==> src/rtl/glreg_pkg.sv <==
package glreg_pkg;

    // Region tag carried with every translated row
    typedef enum logic [1:0] {
        REG_PRIV = 2'b00,
        REG_CTMP = 2'b01,
        REG_GLOB = 2'b10,
        REG_RSVD = 2'b11
    } region_t;

    // Controller states
    typedef enum logic [2:0] {
        ST_ISSUE    = 3'd0,
        ST_HOLD_EV  = 3'd1,
        ST_HOLD_OD  = 3'd2,
        ST_REISS_EV = 3'd3,
        ST_REISS_OD = 3'd4
    } hz_state_t;

endpackage

==> src/rtl/glreg_hz_detect.sv <==
// One direction of the check: reads of one slot against the write of the other.
module glreg_hz_detect
    import glreg_pkg::*;
#(
    parameter int NRD   = 2,
    parameter int ROW_W = 7
) (
    input  logic                          rd_valid,
    input  logic [NRD-1:0]                rd_en,
    input  logic [NRD-1:0][ROW_W-1:0]     rd_row,
    input  logic [NRD-1:0][1:0]           rd_reg,
    input  logic                          wr_valid,
    input  logic                          wr_en,
    input  logic [ROW_W-1:0]              wr_row,
    input  logic [1:0]                    wr_reg,
    output logic                          hit
);

    logic [NRD-1:0] port_match;
    logic           wr_global;

    assign wr_global = wr_valid && wr_en && (wr_reg == REG_GLOB);

    for (genvar g = 0; g < NRD; g++) begin : g_port
        assign port_match[g] = rd_en[g] && (rd_reg[g] == REG_GLOB)
                               && (rd_row[g] == wr_row);
    end

    assign hit = rd_valid && wr_global && (|port_match);

endmodule

==> src/rtl/glreg_hz_fsm.sv <==
// Hold / reissue controller. Index 0 is the even slot, index 1 the odd slot.
module glreg_hz_fsm
    import glreg_pkg::*;
#(
    parameter int HOLD_CYC = 2
) (
    input  logic       clk,
    input  logic       rst_n,
    input  logic [1:0] valid,
    input  logic [1:0] hit,
    output logic [1:0] stall,
    output logic [1:0] grant
);

    localparam int CW = $clog2(HOLD_CYC + 1);

    hz_state_t      state_q, state_d;
    logic [CW-1:0]  cnt_q, cnt_d;
    logic [1:0]     eff_hit;
    logic [1:0]     new_stall;

    // state register
    always_ff @(posedge clk) begin
        if (!rst_n) begin
            state_q <= ST_ISSUE;
            cnt_q   <= '0;
        end else begin
            state_q <= state_d;
            cnt_q   <= cnt_d;
        end
    end

    // hazards that count in the current state (a reissued slot is exempt)
    always_comb begin
        eff_hit = '0;
        unique case (state_q)
            ST_ISSUE:    eff_hit = hit;
            ST_REISS_EV: eff_hit = {hit[1], 1'b0};
            ST_REISS_OD: eff_hit = {1'b0, hit[0]};
            default:     eff_hit = '0;
        endcase
        // odd wins the stall when both directions conflict
        if (eff_hit[1])      new_stall = 2'b10;
        else if (eff_hit[0]) new_stall = 2'b01;
        else                 new_stall = 2'b00;
    end

    // next state
    always_comb begin
        state_d = state_q;
        cnt_d   = cnt_q;
        unique case (state_q)
            ST_ISSUE, ST_REISS_EV, ST_REISS_OD: begin
                if (new_stall[1]) begin
                    state_d = (HOLD_CYC == 1) ? ST_REISS_OD : ST_HOLD_OD;
                    cnt_d   = CW'(HOLD_CYC - 1);
                end else if (new_stall[0]) begin
                    state_d = (HOLD_CYC == 1) ? ST_REISS_EV : ST_HOLD_EV;
                    cnt_d   = CW'(HOLD_CYC - 1);
                end else begin
                    state_d = ST_ISSUE;
                end
            end
            ST_HOLD_EV: begin
                if (cnt_q == CW'(1)) state_d = ST_REISS_EV;
                cnt_d = cnt_q - CW'(1);
            end
            ST_HOLD_OD: begin
                if (cnt_q == CW'(1)) state_d = ST_REISS_OD;
                cnt_d = cnt_q - CW'(1);
            end
            default: begin
                state_d = ST_ISSUE;
                cnt_d   = '0;
            end
        endcase
    end

    // outputs
    always_comb begin
        stall = '0;
        unique case (state_q)
            ST_HOLD_EV: stall = 2'b01;
            ST_HOLD_OD: stall = 2'b10;
            default:    stall = new_stall;
        endcase
        grant = valid & ~stall;
        if (!rst_n) begin
            stall = '0;
            grant = '0;
        end
    end

endmodule

==> src/rtl/glreg_hazard_unit.sv <==
module glreg_hazard_unit
    import glreg_pkg::*;
#(
    parameter int NRD      = 2,
    parameter int ROW_W    = 7,
    parameter int HOLD_CYC = 2
) (
    input  logic                      clk,
    input  logic                      rst_n,
    input  logic                      ev_valid,
    input  logic [NRD-1:0]            ev_rd_en,
    input  logic [NRD-1:0][ROW_W-1:0] ev_rd_row,
    input  logic [NRD-1:0][1:0]       ev_rd_reg,
    input  logic                      ev_wr_en,
    input  logic [ROW_W-1:0]          ev_wr_row,
    input  logic [1:0]                ev_wr_reg,
    input  logic                      od_valid,
    input  logic [NRD-1:0]            od_rd_en,
    input  logic [NRD-1:0][ROW_W-1:0] od_rd_row,
    input  logic [NRD-1:0][1:0]       od_rd_reg,
    input  logic                      od_wr_en,
    input  logic [ROW_W-1:0]          od_wr_row,
    input  logic [1:0]                od_wr_reg,
    output logic                      ev_stall,
    output logic                      od_stall,
    output logic                      ev_grant,
    output logic                      od_grant
);

    localparam int NSLOT = 2;

    logic [NSLOT-1:0]                      s_valid;
    logic [NSLOT-1:0][NRD-1:0]             s_rd_en;
    logic [NSLOT-1:0][NRD-1:0][ROW_W-1:0]  s_rd_row;
    logic [NSLOT-1:0][NRD-1:0][1:0]        s_rd_reg;
    logic [NSLOT-1:0]                      s_wr_en;
    logic [NSLOT-1:0][ROW_W-1:0]           s_wr_row;
    logic [NSLOT-1:0][1:0]                 s_wr_reg;
    logic [NSLOT-1:0]                      s_hit;
    logic [NSLOT-1:0]                      s_stall;
    logic [NSLOT-1:0]                      s_grant;

    assign s_valid  = {od_valid, ev_valid};
    assign s_rd_en  = {od_rd_en, ev_rd_en};
    assign s_rd_row = {od_rd_row, ev_rd_row};
    assign s_rd_reg = {od_rd_reg, ev_rd_reg};
    assign s_wr_en  = {od_wr_en, ev_wr_en};
    assign s_wr_row = {od_wr_row, ev_wr_row};
    assign s_wr_reg = {od_wr_reg, ev_wr_reg};

    // each slot's reads checked against the other slot's write
    for (genvar s = 0; s < NSLOT; s++) begin : g_slot
        glreg_hz_detect #(.NRD(NRD), .ROW_W(ROW_W)) u_det (
            .rd_valid (s_valid[s]),
            .rd_en    (s_rd_en[s]),
            .rd_row   (s_rd_row[s]),
            .rd_reg   (s_rd_reg[s]),
            .wr_valid (s_valid[NSLOT-1-s]),
            .wr_en    (s_wr_en[NSLOT-1-s]),
            .wr_row   (s_wr_row[NSLOT-1-s]),
            .wr_reg   (s_wr_reg[NSLOT-1-s]),
            .hit      (s_hit[s])
        );
    end

    glreg_hz_fsm #(.HOLD_CYC(HOLD_CYC)) u_fsm (
        .clk   (clk),
        .rst_n (rst_n),
        .valid (s_valid),
        .hit   (s_hit),
        .stall (s_stall),
        .grant (s_grant)
    );

    assign ev_stall = s_stall[0];
    assign od_stall = s_stall[1];
    assign ev_grant = s_grant[0];
    assign od_grant = s_grant[1];

endmodule

==> config.mk <==
export PLATFORM = sky130hd
export DESIGN_NAME = glreg_hazard_unit
export DESIGN_NICKNAME = d
export VERILOG_FILES = /design/src/rtl/glreg_pkg.sv /design/src/rtl/glreg_hz_detect.sv /design/src/rtl/glreg_hz_fsm.sv /design/src/rtl/glreg_hazard_unit.sv
export SDC_FILE = /design/constraint.sdc
export NUM_CORES = 1
export LEC_CHECK = 0
export ABC_CLOCK_PERIOD_IN_PS = 1920
export BUFFER_PORTS_ARGS = -buffer_cell sky130_fd_sc_hd__buf_4
export CELL_PAD_IN_SITES_DETAIL_PLACEMENT = 1
export CELL_PAD_IN_SITES_GLOBAL_PLACEMENT = 2
export CORE_MARGIN = 2
export CORE_UTILIZATION = 15
export DETAILED_ROUTE_END_ITERATION = 7
export GPL_TIMING_DRIVEN = 0
export PLACE_DENSITY_LB_ADDON = 0.1
export SYNTH_ARGS = -nofsm -noshare
export SYNTH_HDL_FRONTEND = slang
export SYNTH_SLANG_ARGS = --single-unit
==> constraint.sdc <==
create_clock -name clk -period 1.92 [get_ports clk]
set_input_delay 0.576 -clock clk [delete_from_list [all_inputs] [get_ports clk]]
set_output_delay 0.576 -clock clk [all_outputs]
set_load 0.01 [all_outputs]
==> results.yml, run 1 <==
worst_setup_path:
  crit-reg2reg-launch: "u_fsm.state_q[0]$_SDFFE_PN0P_"
  arrival_ps: 1830
  start_kind: "input pin"
  reg2reg_depth: 5
  cp-end-kind: "output pin"
  path_class: "in2out"
  regToRegSetupSlack_ps: 510
  critPathMaxFanout: 3
  r2r-end: "u_fsm.cnt_q[1]$_SDFFE_PN0P_"
  required_ps: 1340
final_layout:
  utilization_pct: 32.6
  synthToLayoutAreaGrowth_pct: 112
  most-common-layout-cells: "buf_4, xnor2_1, xor2_1"
  final_nets: 220
  drive_gt1_share_pct: 55.8
  diodes: 0
  final_common_cell: "buf_4"
drt:
  ant_nets: 0
  drc: 0
  drt_iter0_markers: 6
  wirelength_mm: 2.61
  vias: 858
  top_layer_used: "met4"
  viasPerCell: 4.17
  dr.pass1.iters: 2
  routed-wl-met2_mm: 1.43
  post_drt_wl_per_cell_um: 12.7
  wl_met1_mm: 1.00
  met3_length_um: 162
clock_network:
  clock-sinks: 5
  htreeDepth: 1
  clk_pin_slew_worst_paths_ps: 40
  clockBufferDepth: 2
  cts_tree: "yes"
  clk-insertion-delay-late_ps: 220
  cts_root_buf: "clkbuf_8"
  holdBufCountCts: 0
  cts_buffers: 3
timing:
  min_period_over_period_pct: 125
  min_period_ps: 2400
  hold_viol: 0
  relSlewSlack_pct: 82.2
  setup_viol: 4
  setup_ws_ps: -483
  slew_viol_final: 0
  rsz0062_at_grt: "yes"
  worstMarginPinSlew_ps: 264
  skew_ps: 2.49
  max_freq_mhz: 416
global_routing:
  grt_remaining_overflow: 0
  grtUsageTotal_pct: 10.1
  antenna_found_initial: 0
  grt_pass1_wl_mm: 4.08
  grt_max_degree: 9
  grt_pass1_vias: 962
floorplan:
  core_mm2: 0.00432
  fp-row-count: 24
  die_h_um: 70.6
  initial_core_util_pct: 15.4
  io_pins: 68
  dieArea_mm2: 0.00498
  chipWidth_um: 70.6
synth:
  yosysTopAreaCell: "xnor2_1"
  syn_area_per_cell_um2: 8.20
  synth_area_um2: 664
  synth_cell_types: 27
  synthTopCellsByArea: "xnor2_1, xor2_1, dfxtp_1, and3_1, nand4_1"
  synth.net_count: 146
  syn_inst: 81
  ys_warn_count: 0
  synth-seq-cells: 5
  synth_top_area_share_pct: 18.5
  synth_sequential_area_ratio_pct: 15.1
flow_run:
  max_cap_violations: 0
status:
  outcome: "finished with violations"
  violations: "negative setup slack"
placement:
  dp.final_hpwl_mm: 2.22
  finalWeightedCongestion: 0.776
  numPortBuffers: 67
  pre_cts_slack_ps: -603
min_path:
  min_path_type: "reg2reg"
  holdPathEnd: "u_fsm.cnt_q[0]$_SDFFE_PN0P_"
  min_from: "u_fsm.cnt_q[0]$_SDFFE_PN0P_"
  hold_depth: 2
power:
  peakVddDrop_uv: 125
  p_per_area_mw_per_mm2: 362
  p_leak_uw: 0.000610
[kinds of logic (layout without fill, tap and decap cells)]
group	Yosys count	after routing	synth area share, %
mux	2	2	3.01
xor+xnor	28	28	36.9
buf+inv	3	76	1.69
compound gates	10	10	9.04
fa+ha+maj	1	1	1.88
flops	5	5	15.1
simple gates	32	32	32.4
[flip-flops by register name (all words and copies together), names as in the netlist]
signal / cells
u_fsm.state_q: 3
u_fsm.cnt_q: 2
[routing by layer]
layer	GRT usage [%]	vias up
met2	20.2	39
met5	0	-
met1	10.2	383
met3	2.85	2
met4	2.52	0
li1	-	434
[power breakdown]
| part | internal (uW) | switching, uW |
|---|---|---|
| clock network | 143 | 52.3 |
| logic | 135 | 75.7 |
| registers | 104 | 0.0177 |
[Yosys cell counts (all sizes together)]
library cell / n
mux2i: 2
nand2b: 3
and4: 1
xnor2: 14
a31oi: 1
nand3b: 2
a31o: 1
and3: 5
o21ai: 1
inv: 3
o22ai: 2
xor2: 14
nand4bb: 1
a22oi: 1
or2: 2
nand4: 5
nor4: 4
nand4b: 1
a21oi: 4
and3b: 2
ha: 1
nor2: 3
nand2: 3
dfxtp: 5
[repair_timing]
| item | in CTS | in global routing |
|---|---|---|
| endpoints found under the hold margin | 0 | 0 |
| setup endpoints to repair | 4 | 4 |
| resized for setup | 7 | 12 |
| cloned | 0 | 0 |
| pin swaps | 3 | 6 |
| buffers inserted | 2 | 0 |
[worst max-delay path, stage by stage]
cell	delay, ps
buf_6	110
xor2_4	180
nor4_4	290
a22oi_2	130
o22ai_2	230
and3_4	220
buf_6	90
[how the worst max path moves through the flow]
stage / startpoint / to / slack, ps
final: od_wr_row[6] / ev_stall / -480
after global routing: ev_rd_reg[2] / ev_stall / -570
after CTS: od_wr_row[0] / ev_stall / -500
after detailed placement: od_wr_row[6] / ev_stall / -600
after global placement: od_wr_row[6] / ev_stall / -580
after floorplan: od_wr_row[6] / ev_stall / -160
[stage by stage]
step	total power, uW	hold WS [ps]	TNS [ps]	instances	cell area [um2]
floorplan	166	567	-434	81	671
global placement	289	594	-2060	200	1240
detailed placement	293	608	-2100	200	1240
CTS	499	624	-1690	206	1330
global route	544	640	-1960	206	1410
finish	510	611	-1590	206	1410
[area by class of cell]
class                           instances  area [um2]
Clock buffer                            4        45.0
Fill cell                             536        2910
Inverter                                3        11.3
Multi-Input combinational cell         73         644
Sequential cell                         5         100
Tap cell                               52        65.1
Timing Repair Buffer                   69         544
Note: power is estimated with default switching activity, not from simulation.
==> run 2: changes to the inputs <==
==> constraint.sdc (replaced) <==
create_clock -name clk -period 1.92 [get_ports clk]
set_input_delay 0.288 -clock clk [delete_from_list [all_inputs] [get_ports clk]]
set_output_delay 0.288 -clock clk [all_outputs]
set_load 0.01 [all_outputs]
==> run 2 against run 1 <==
  * The flow now finishes without violations
  * Hold slack worse by 240 ps
  * Design area down 6.0%
  * Clock skew down 1.4 ps
  * First-iteration DRC count up 100%
  * Routed wire length down 4.5%
  * Non-clock buffer count down 1
  * Critical path type is now reg2out
  * Combinational power down 12%
==> results.yml, run 2 (same netlist as run 1, synthesis figures left out) <==
status:
  outcome: "complete, no violations"
timing:
  relSlewSlack_pct: 80.9
  worstMarginPinSlew_ps: 284
  setup_viol: 0
  max_freq_mhz: 530
  finalSetupTns_ps: 0
  min_period_ps: 1890
  min_period_over_period_pct: 98.2
  skew_ps: 1.06
  rsz0062_at_grt: "yes"
  hold_viol: 0
  setup_ws_ps: 34.5
  slew_viol_final: 0
final_layout:
  largest_reg_flops: 3
  diodes: 0
  regArea_um2: 103
  drive_gt1_share_pct: 52.9
  multi_input_area_um2: 587
  most-common-layout-cells: "buf_4, xor2_1, xnor2_1"
  largest_register: "u_fsm.state_q"
  final_common_cell: "buf_4"
  final_nets: 219
  fin_area_mm2: 0.00133
  fillers: 539
  largestRegisters: "u_fsm.state_q x3, u_fsm.cnt_q x2"
  synthToLayoutAreaGrowth_pct: 99.4
clock_network:
  cts_tree: "yes"
  clk-insertion-delay-late_ps: 220
  clk_pin_slew_worst_paths_ps: 30
  holdBufCountCts: 0
  cts_root_buf: "clkbuf_8"
  htreeDepth: 1
  clock-sinks: 5
  cts_buffers: 3
  clockBufferDepth: 2
floorplan:
  core_mm2: 0.00432
  initial_core_util_pct: 15.4
  die_h_um: 70.6
  fp-row-count: 24
  chipWidth_um: 70.6
  dieArea_mm2: 0.00498
  io_pins: 68
drt:
  drc: 0
  post_drt_wl_per_cell_um: 12.2
  drt_iter0_markers: 12
  ant_nets: 0
  met3_length_um: 157
  routed-wl-met2_mm: 1.47
  wl_met1_um: 869
  top_layer_used: "met3"
  wirelength_mm: 2.49
  vias: 856
  dr.pass1.iters: 2
  viasPerCell: 4.18
worst_setup_path:
  endpoint: "ev_stall"
  crit_start: "u_fsm.state_q[0]$_SDFFE_PN0P_"
  regToRegSetupSlack_ps: 540
  required_ps: 1630
  arrival_ps: 1600
  path_class: "reg2out"
  critPathMaxFanout: 4
  crit-reg2reg-launch: "u_fsm.state_q[0]$_SDFFE_PN0P_"
  r2r-end: "u_fsm.cnt_q[1]$_SDFFE_PN0P_"
  start_kind: "register"
  reg2reg_depth: 5
  cp-end-kind: "output pin"
power:
  peakVddDrop_uv: 141
  p_per_area_mw_per_mm2: 364
  p_leak_uw: 0.000617
placement:
  finalWeightedCongestion: 0.729
  dp.final_hpwl_mm: 2.25
  placed_area_mm2: 0.00123
  pre_cts_slack_ps: -2.99
  numPortBuffers: 67
flow_run:
  max_cap_violations: 0
global_routing:
  antenna_found_initial: 0
  grt_remaining_overflow: 0
  grt_pass1_wl_mm: 4.03
  grt_pass1_vias: 954
  grtUsageTotal_pct: 9.86
  grt_max_degree: 9
min_path:
  min_path_type: "in2reg"
-- run 2: worst min path at each step --
stage	start	endpoint	slack [ps]	cells after the start
after global routing	rst_n	u_fsm.state_q[0]$_SDFFE_PN0P_	370	2
after global placement	rst_n	u_fsm.state_q[2]$_SDFFE_PN0P_	590	2
after floorplan	rst_n	u_fsm.state_q[0]$_SDFFE_PN0P_	430	1
after CTS	rst_n	u_fsm.state_q[0]$_SDFFE_PN0P_	360	2
after detailed placement	rst_n	u_fsm.state_q[0]$_SDFFE_PN0P_	600	2
final	rst_n	u_fsm.state_q[0]$_SDFFE_PN0P_	370	2
-- run 2: power breakdown --
part           leakage, uW  switching, uW  total (uW)  internal [uW]
registers        0.0000413         0.0199         105            105
clock network    0.0000228           49.2         192            142
logic             0.000553           62.8         186            124
-- run 2: metrics by stage --
step	total power [uW]	util, %	instances	hold slack (ps)
detailed placement	291	28.5	200	601
global route	514	30.6	205	372
CTS	490	29.7	204	363
global placement	288	28.5	200	588
floorplan	165	-	81	434
finish	482	30.6	205	371
-- run 2: area by class of cell --
cell class / count / share of cell area [%]
clock buffer: 4 / 3.40
inverter: 3 / 0.850
multi-input combinational: 73 / 44.3
sequential: 5 / 7.74
tap: 52 / 4.91
timing repair buffer: 68 / 38.8
-- run 2: critical path: stages (launching register included) --
cell and delay (ps):
dfxtp_2 320, or2_4 260, nor2_4 80, nand4b_1 160, o22ai_2 240, and3_4 210
buf_6 100
-- run 2: what timing repair did --
item | CTS | global route
gates resized for setup | 2 | 8
setup endpoints to repair | 2 | 3
setup buffers | 0 | 1
pin swaps | 3 | 4
-- run 2: metal layers --
layer,track usage [%],vias to the layer above
met5,0,-
met4,2.10,0
met3,2.56,0
met2,20.2,27
met1,9.78,395
li1,-,434
==> run 3: changes to the inputs <==
--- a/config.mk
+++ b/config.mk
@@ -13,7 +13,9 @@
 export CORE_UTILIZATION = 15
 export DETAILED_ROUTE_END_ITERATION = 7
 export GPL_TIMING_DRIVEN = 0
+export HOLD_SLACK_MARGIN = 0.05
 export PLACE_DENSITY_LB_ADDON = 0.1
 export SYNTH_ARGS = -nofsm -noshare
 export SYNTH_HDL_FRONTEND = slang
+export SYNTH_HIERARCHICAL = 1
 export SYNTH_SLANG_ARGS = --single-unit
==> run 3 against run 2 <==
  * The flow now finishes with violations (negative setup slack)
  * Area after synthesis rose by 5.8%
  * Via count rose by 17%
  * Hold slack got worse by 14 ps
  * Critical path depth rose by 3
  * Total power rose by 3.4%
  * Global-route usage rose by 1.8 points
  * Clock skew fell by 0.93 ps
  * Design area rose by 15%
  * Sequential power barely moved
  * Routed wire length rose by 21%
  * Register-to-register slack improved by 90 ps
  * Final cell count rose by 11%
  * Largest power group unchanged
==> results.yml, run 3 <==
synth:
  synth_area_um2: 703
  synth-seq-cells: 5
  synth_top_area_share_pct: 24.9
  syn_area_per_cell_um2: 7.56
  synth_sequential_area_ratio_pct: 14.2
  synth.net_count: 158
  synth_flop_cell: "dfxtp_1"
  synth-edff-count: 0
  synthTopCellsByCount: "xor2_1, nand2_1, xnor2_1, nand4_1"
  yosysTopAreaCell: "xor2_1"
  synthTopCellsByArea: "xor2_1, dfxtp_1, xnor2_1, nand4_1, nor4_1"
  synth_cell_types: 29
  ys_async_sr_fraction_pct: 0
  syn_inst: 93
  yosysMostFrequentCell: "xor2_1"
  ys_warn_count: 6
worst_setup_path:
  reg2reg_depth: 3
  start_kind: "input pin"
  critical_path.top_delay_family: "simple AND/OR/NAND/NOR gates"
  cpPeakStageDelay_ps: 320
  r2r-end: "u_fsm/cnt_q[1]$_SDFFE_PN0P_"
  crit-reg2reg-launch: "u_fsm/state_q[1]$_SDFFE_PN0P_"
  cp-end-kind: "output pin"
  cp_cell_sequence: "buf_8 -> xor2_2 -> nor4_2 -> nand4_1 -> a21oi_2 -> inv_2 -> maj3_2 -> o211a_1 -> buf_6"
  path_buf_inv: 3
  path_class: "in2out"
  critPathMaxFanout: 3
  regToRegSetupSlack_ps: 630
  arrival_ps: 1990
  required_ps: 1630
  slowest_stage: "nor4_2"
floorplan:
  dieArea_mm2: 0.00525
  chipWidth_um: 72.5
  initial_core_util_pct: 15.8
  fp-row-count: 24
  die_h_um: 72.5
  core_mm2: 0.00444
  io_pins: 68
min_path:
  hold_depth: 3
  holdPathEnd: "u_fsm/state_q[2]$_SDFFE_PN0P_"
  min_from: "rst_n"
  min_path_type: "in2reg"
global_routing:
  antenna_found_initial: 0
  grt_max_degree: 11
  grt_pass1_wl_mm: 4.84
  grt_remaining_overflow: 0
  grtUsageTotal_pct: 11.7
  grt_pass1_vias: 1095
status:
  violations: "negative setup slack"
  outcome: "finished with violations"
final_layout:
  largest_register: "u_fsm/state_q"
  drive_gt1_share_pct: 56.0
  most-common-layout-cells: "buf_4, xor2_1, nand2_1, xnor2_1"
  diodes: 0
  largestRegisters: "u_fsm/state_q x3, u_fsm/cnt_q x2"
  utilization_pct: 34.2
  largest_reg_flops: 3
  final_common_cell: "buf_4"
  finalNonFillerCells: 227
  final_nets: 241
  fillers: 535
  synthToLayoutAreaGrowth_pct: 116
clock_network:
  htreeDepth: 1
  cts_buffers: 3
  clk_pin_slew_worst_paths_ps: 40
  cts_root_buf: "clkbuf_8"
  clockBufferDepth: 2
  clk-insertion-delay-late_ps: 230
  cts_tree: "yes"
  clock-sinks: 5
timing:
  min_period_over_period_pct: 119
  hold_viol: 0
  skew_ps: 0.124
  min_period_ps: 2280
  slew_viol_final: 0
  relSlewSlack_pct: 79.8
  worstMarginPinSlew_ps: 301
  setup_viol: 5
  rsz0062_at_grt: "yes"
  setup_ws_ps: -358
  max_freq_mhz: 439
power:
  switching_share_pct: 25.3
  combPwrFrac_pct: 38.8
  seq_power_share_pct: 20.9
  clkPwrFrac_pct: 40.3
  p_per_area_mw_per_mm2: 329
  peakVddDrop_uv: 171
  p_switching_uw: 127
  p_leak_uw: 0.000676
  intPower_uw: 373
placement:
  finalWeightedCongestion: 0.807
  dp.final_hpwl_mm: 2.46
  numPortBuffers: 67
  numPlacedInstances: 212
  pre_cts_slack_ps: -542
drt:
  routed-wl-met2_mm: 1.72
  vias: 1004
  wl_met1_mm: 1.13
  drc: 0
  ant_nets: 0
  wirelength_mm: 3.02
  top_layer_used: "met3"
  met3_length_um: 170
  post_drt_wl_per_cell_um: 13.3
  viasPerCell: 4.42
  dr.pass1.iters: 4
  drt_iter0_markers: 51
flow_run:
  max_cap_violations: 0
run 3: logic make-up (layout without fill, tap and decap cells):
family / count (synthesis) / after routing / synth area share [%]
mux: 1 / 1 / 1.42
fa+ha+maj: 2 / 2 / 3.38
buf+inv: 6 / 88 / 3.38
xor+xnor: 28 / 28 / 34.9
flops: 5 / 5 / 14.2
simple gates: 38 / 38 / 29.2
compound gates: 13 / 13 / 13.5
run 3: final cells by class:
class | count | area [um2] | share of cell area (%)
repair buffers | 78 | 616 | 40.5
flip-flops and latches | 5 | 100 | 6.59
inverters | 5 | 18.8 | 1.24
plain buffers | 1 | 5.00 | 0.329
multi-input cells | 82 | 669 | 44.1
well taps | 52 | 65.1 | 4.28
clock buffers | 4 | 45.0 | 2.97
run 3: worst max-delay path by stage:
stage                      start  endpoint  slack, ps  cells after the start
floorplan           od_rd_row[5]  od_grant          2                      7
global placement    ev_wr_row[5]  od_grant       -530                      9
detailed placement  ev_wr_row[5]  od_grant       -540                      9
CTS                 od_rd_row[7]  od_grant       -380                      9
global route        ev_wr_row[0]  od_grant       -470                      9
finish              ev_wr_row[0]  od_grant       -360                      9
run 3: repair_timing:
item,CTS,global route
buffers inserted,8,4
endpoints found under the hold margin,0,0
hold buffers,0,0
resized for setup,11,13
pin swaps,9,11
setup endpoints to repair,4,6
run 3: routing by layer:
layer / track usage [%] / vias to the layer above
li1: - / 494
met2: 23.5 / 41
met1: 12.4 / 469
met5: 0 / -
met3: 2.08 / 0
met4: 2.47 / 0
run 3: power groups by stage:
stage / logic [uW] / clock network [uW] / registers [uW]
after global placement: 178 / 0 / 106
after floorplan: 54.0 / 0 / 106
after global routing: 212 / 215 / 104
after CTS: 193 / 210 / 104
after detailed placement: 182 / 0 / 106
final: 194 / 201 / 105
run 3: tightest hold or removal path: stages:
cell     delay, ps
buf_4          140
nand2_1         60
nor4_1          40
run 3: per-stage QoR:
stage	total power [uW]	area (um2)	TNS, ps	hold slack (ps)
after floorplan	160	707	0	407
after global placement	284	1270	-2000	476
after detailed placement	288	1270	-2130	495
after CTS	507	1440	-1620	351
after global routing	531	1520	-2050	367
final	499	1520	-1500	357
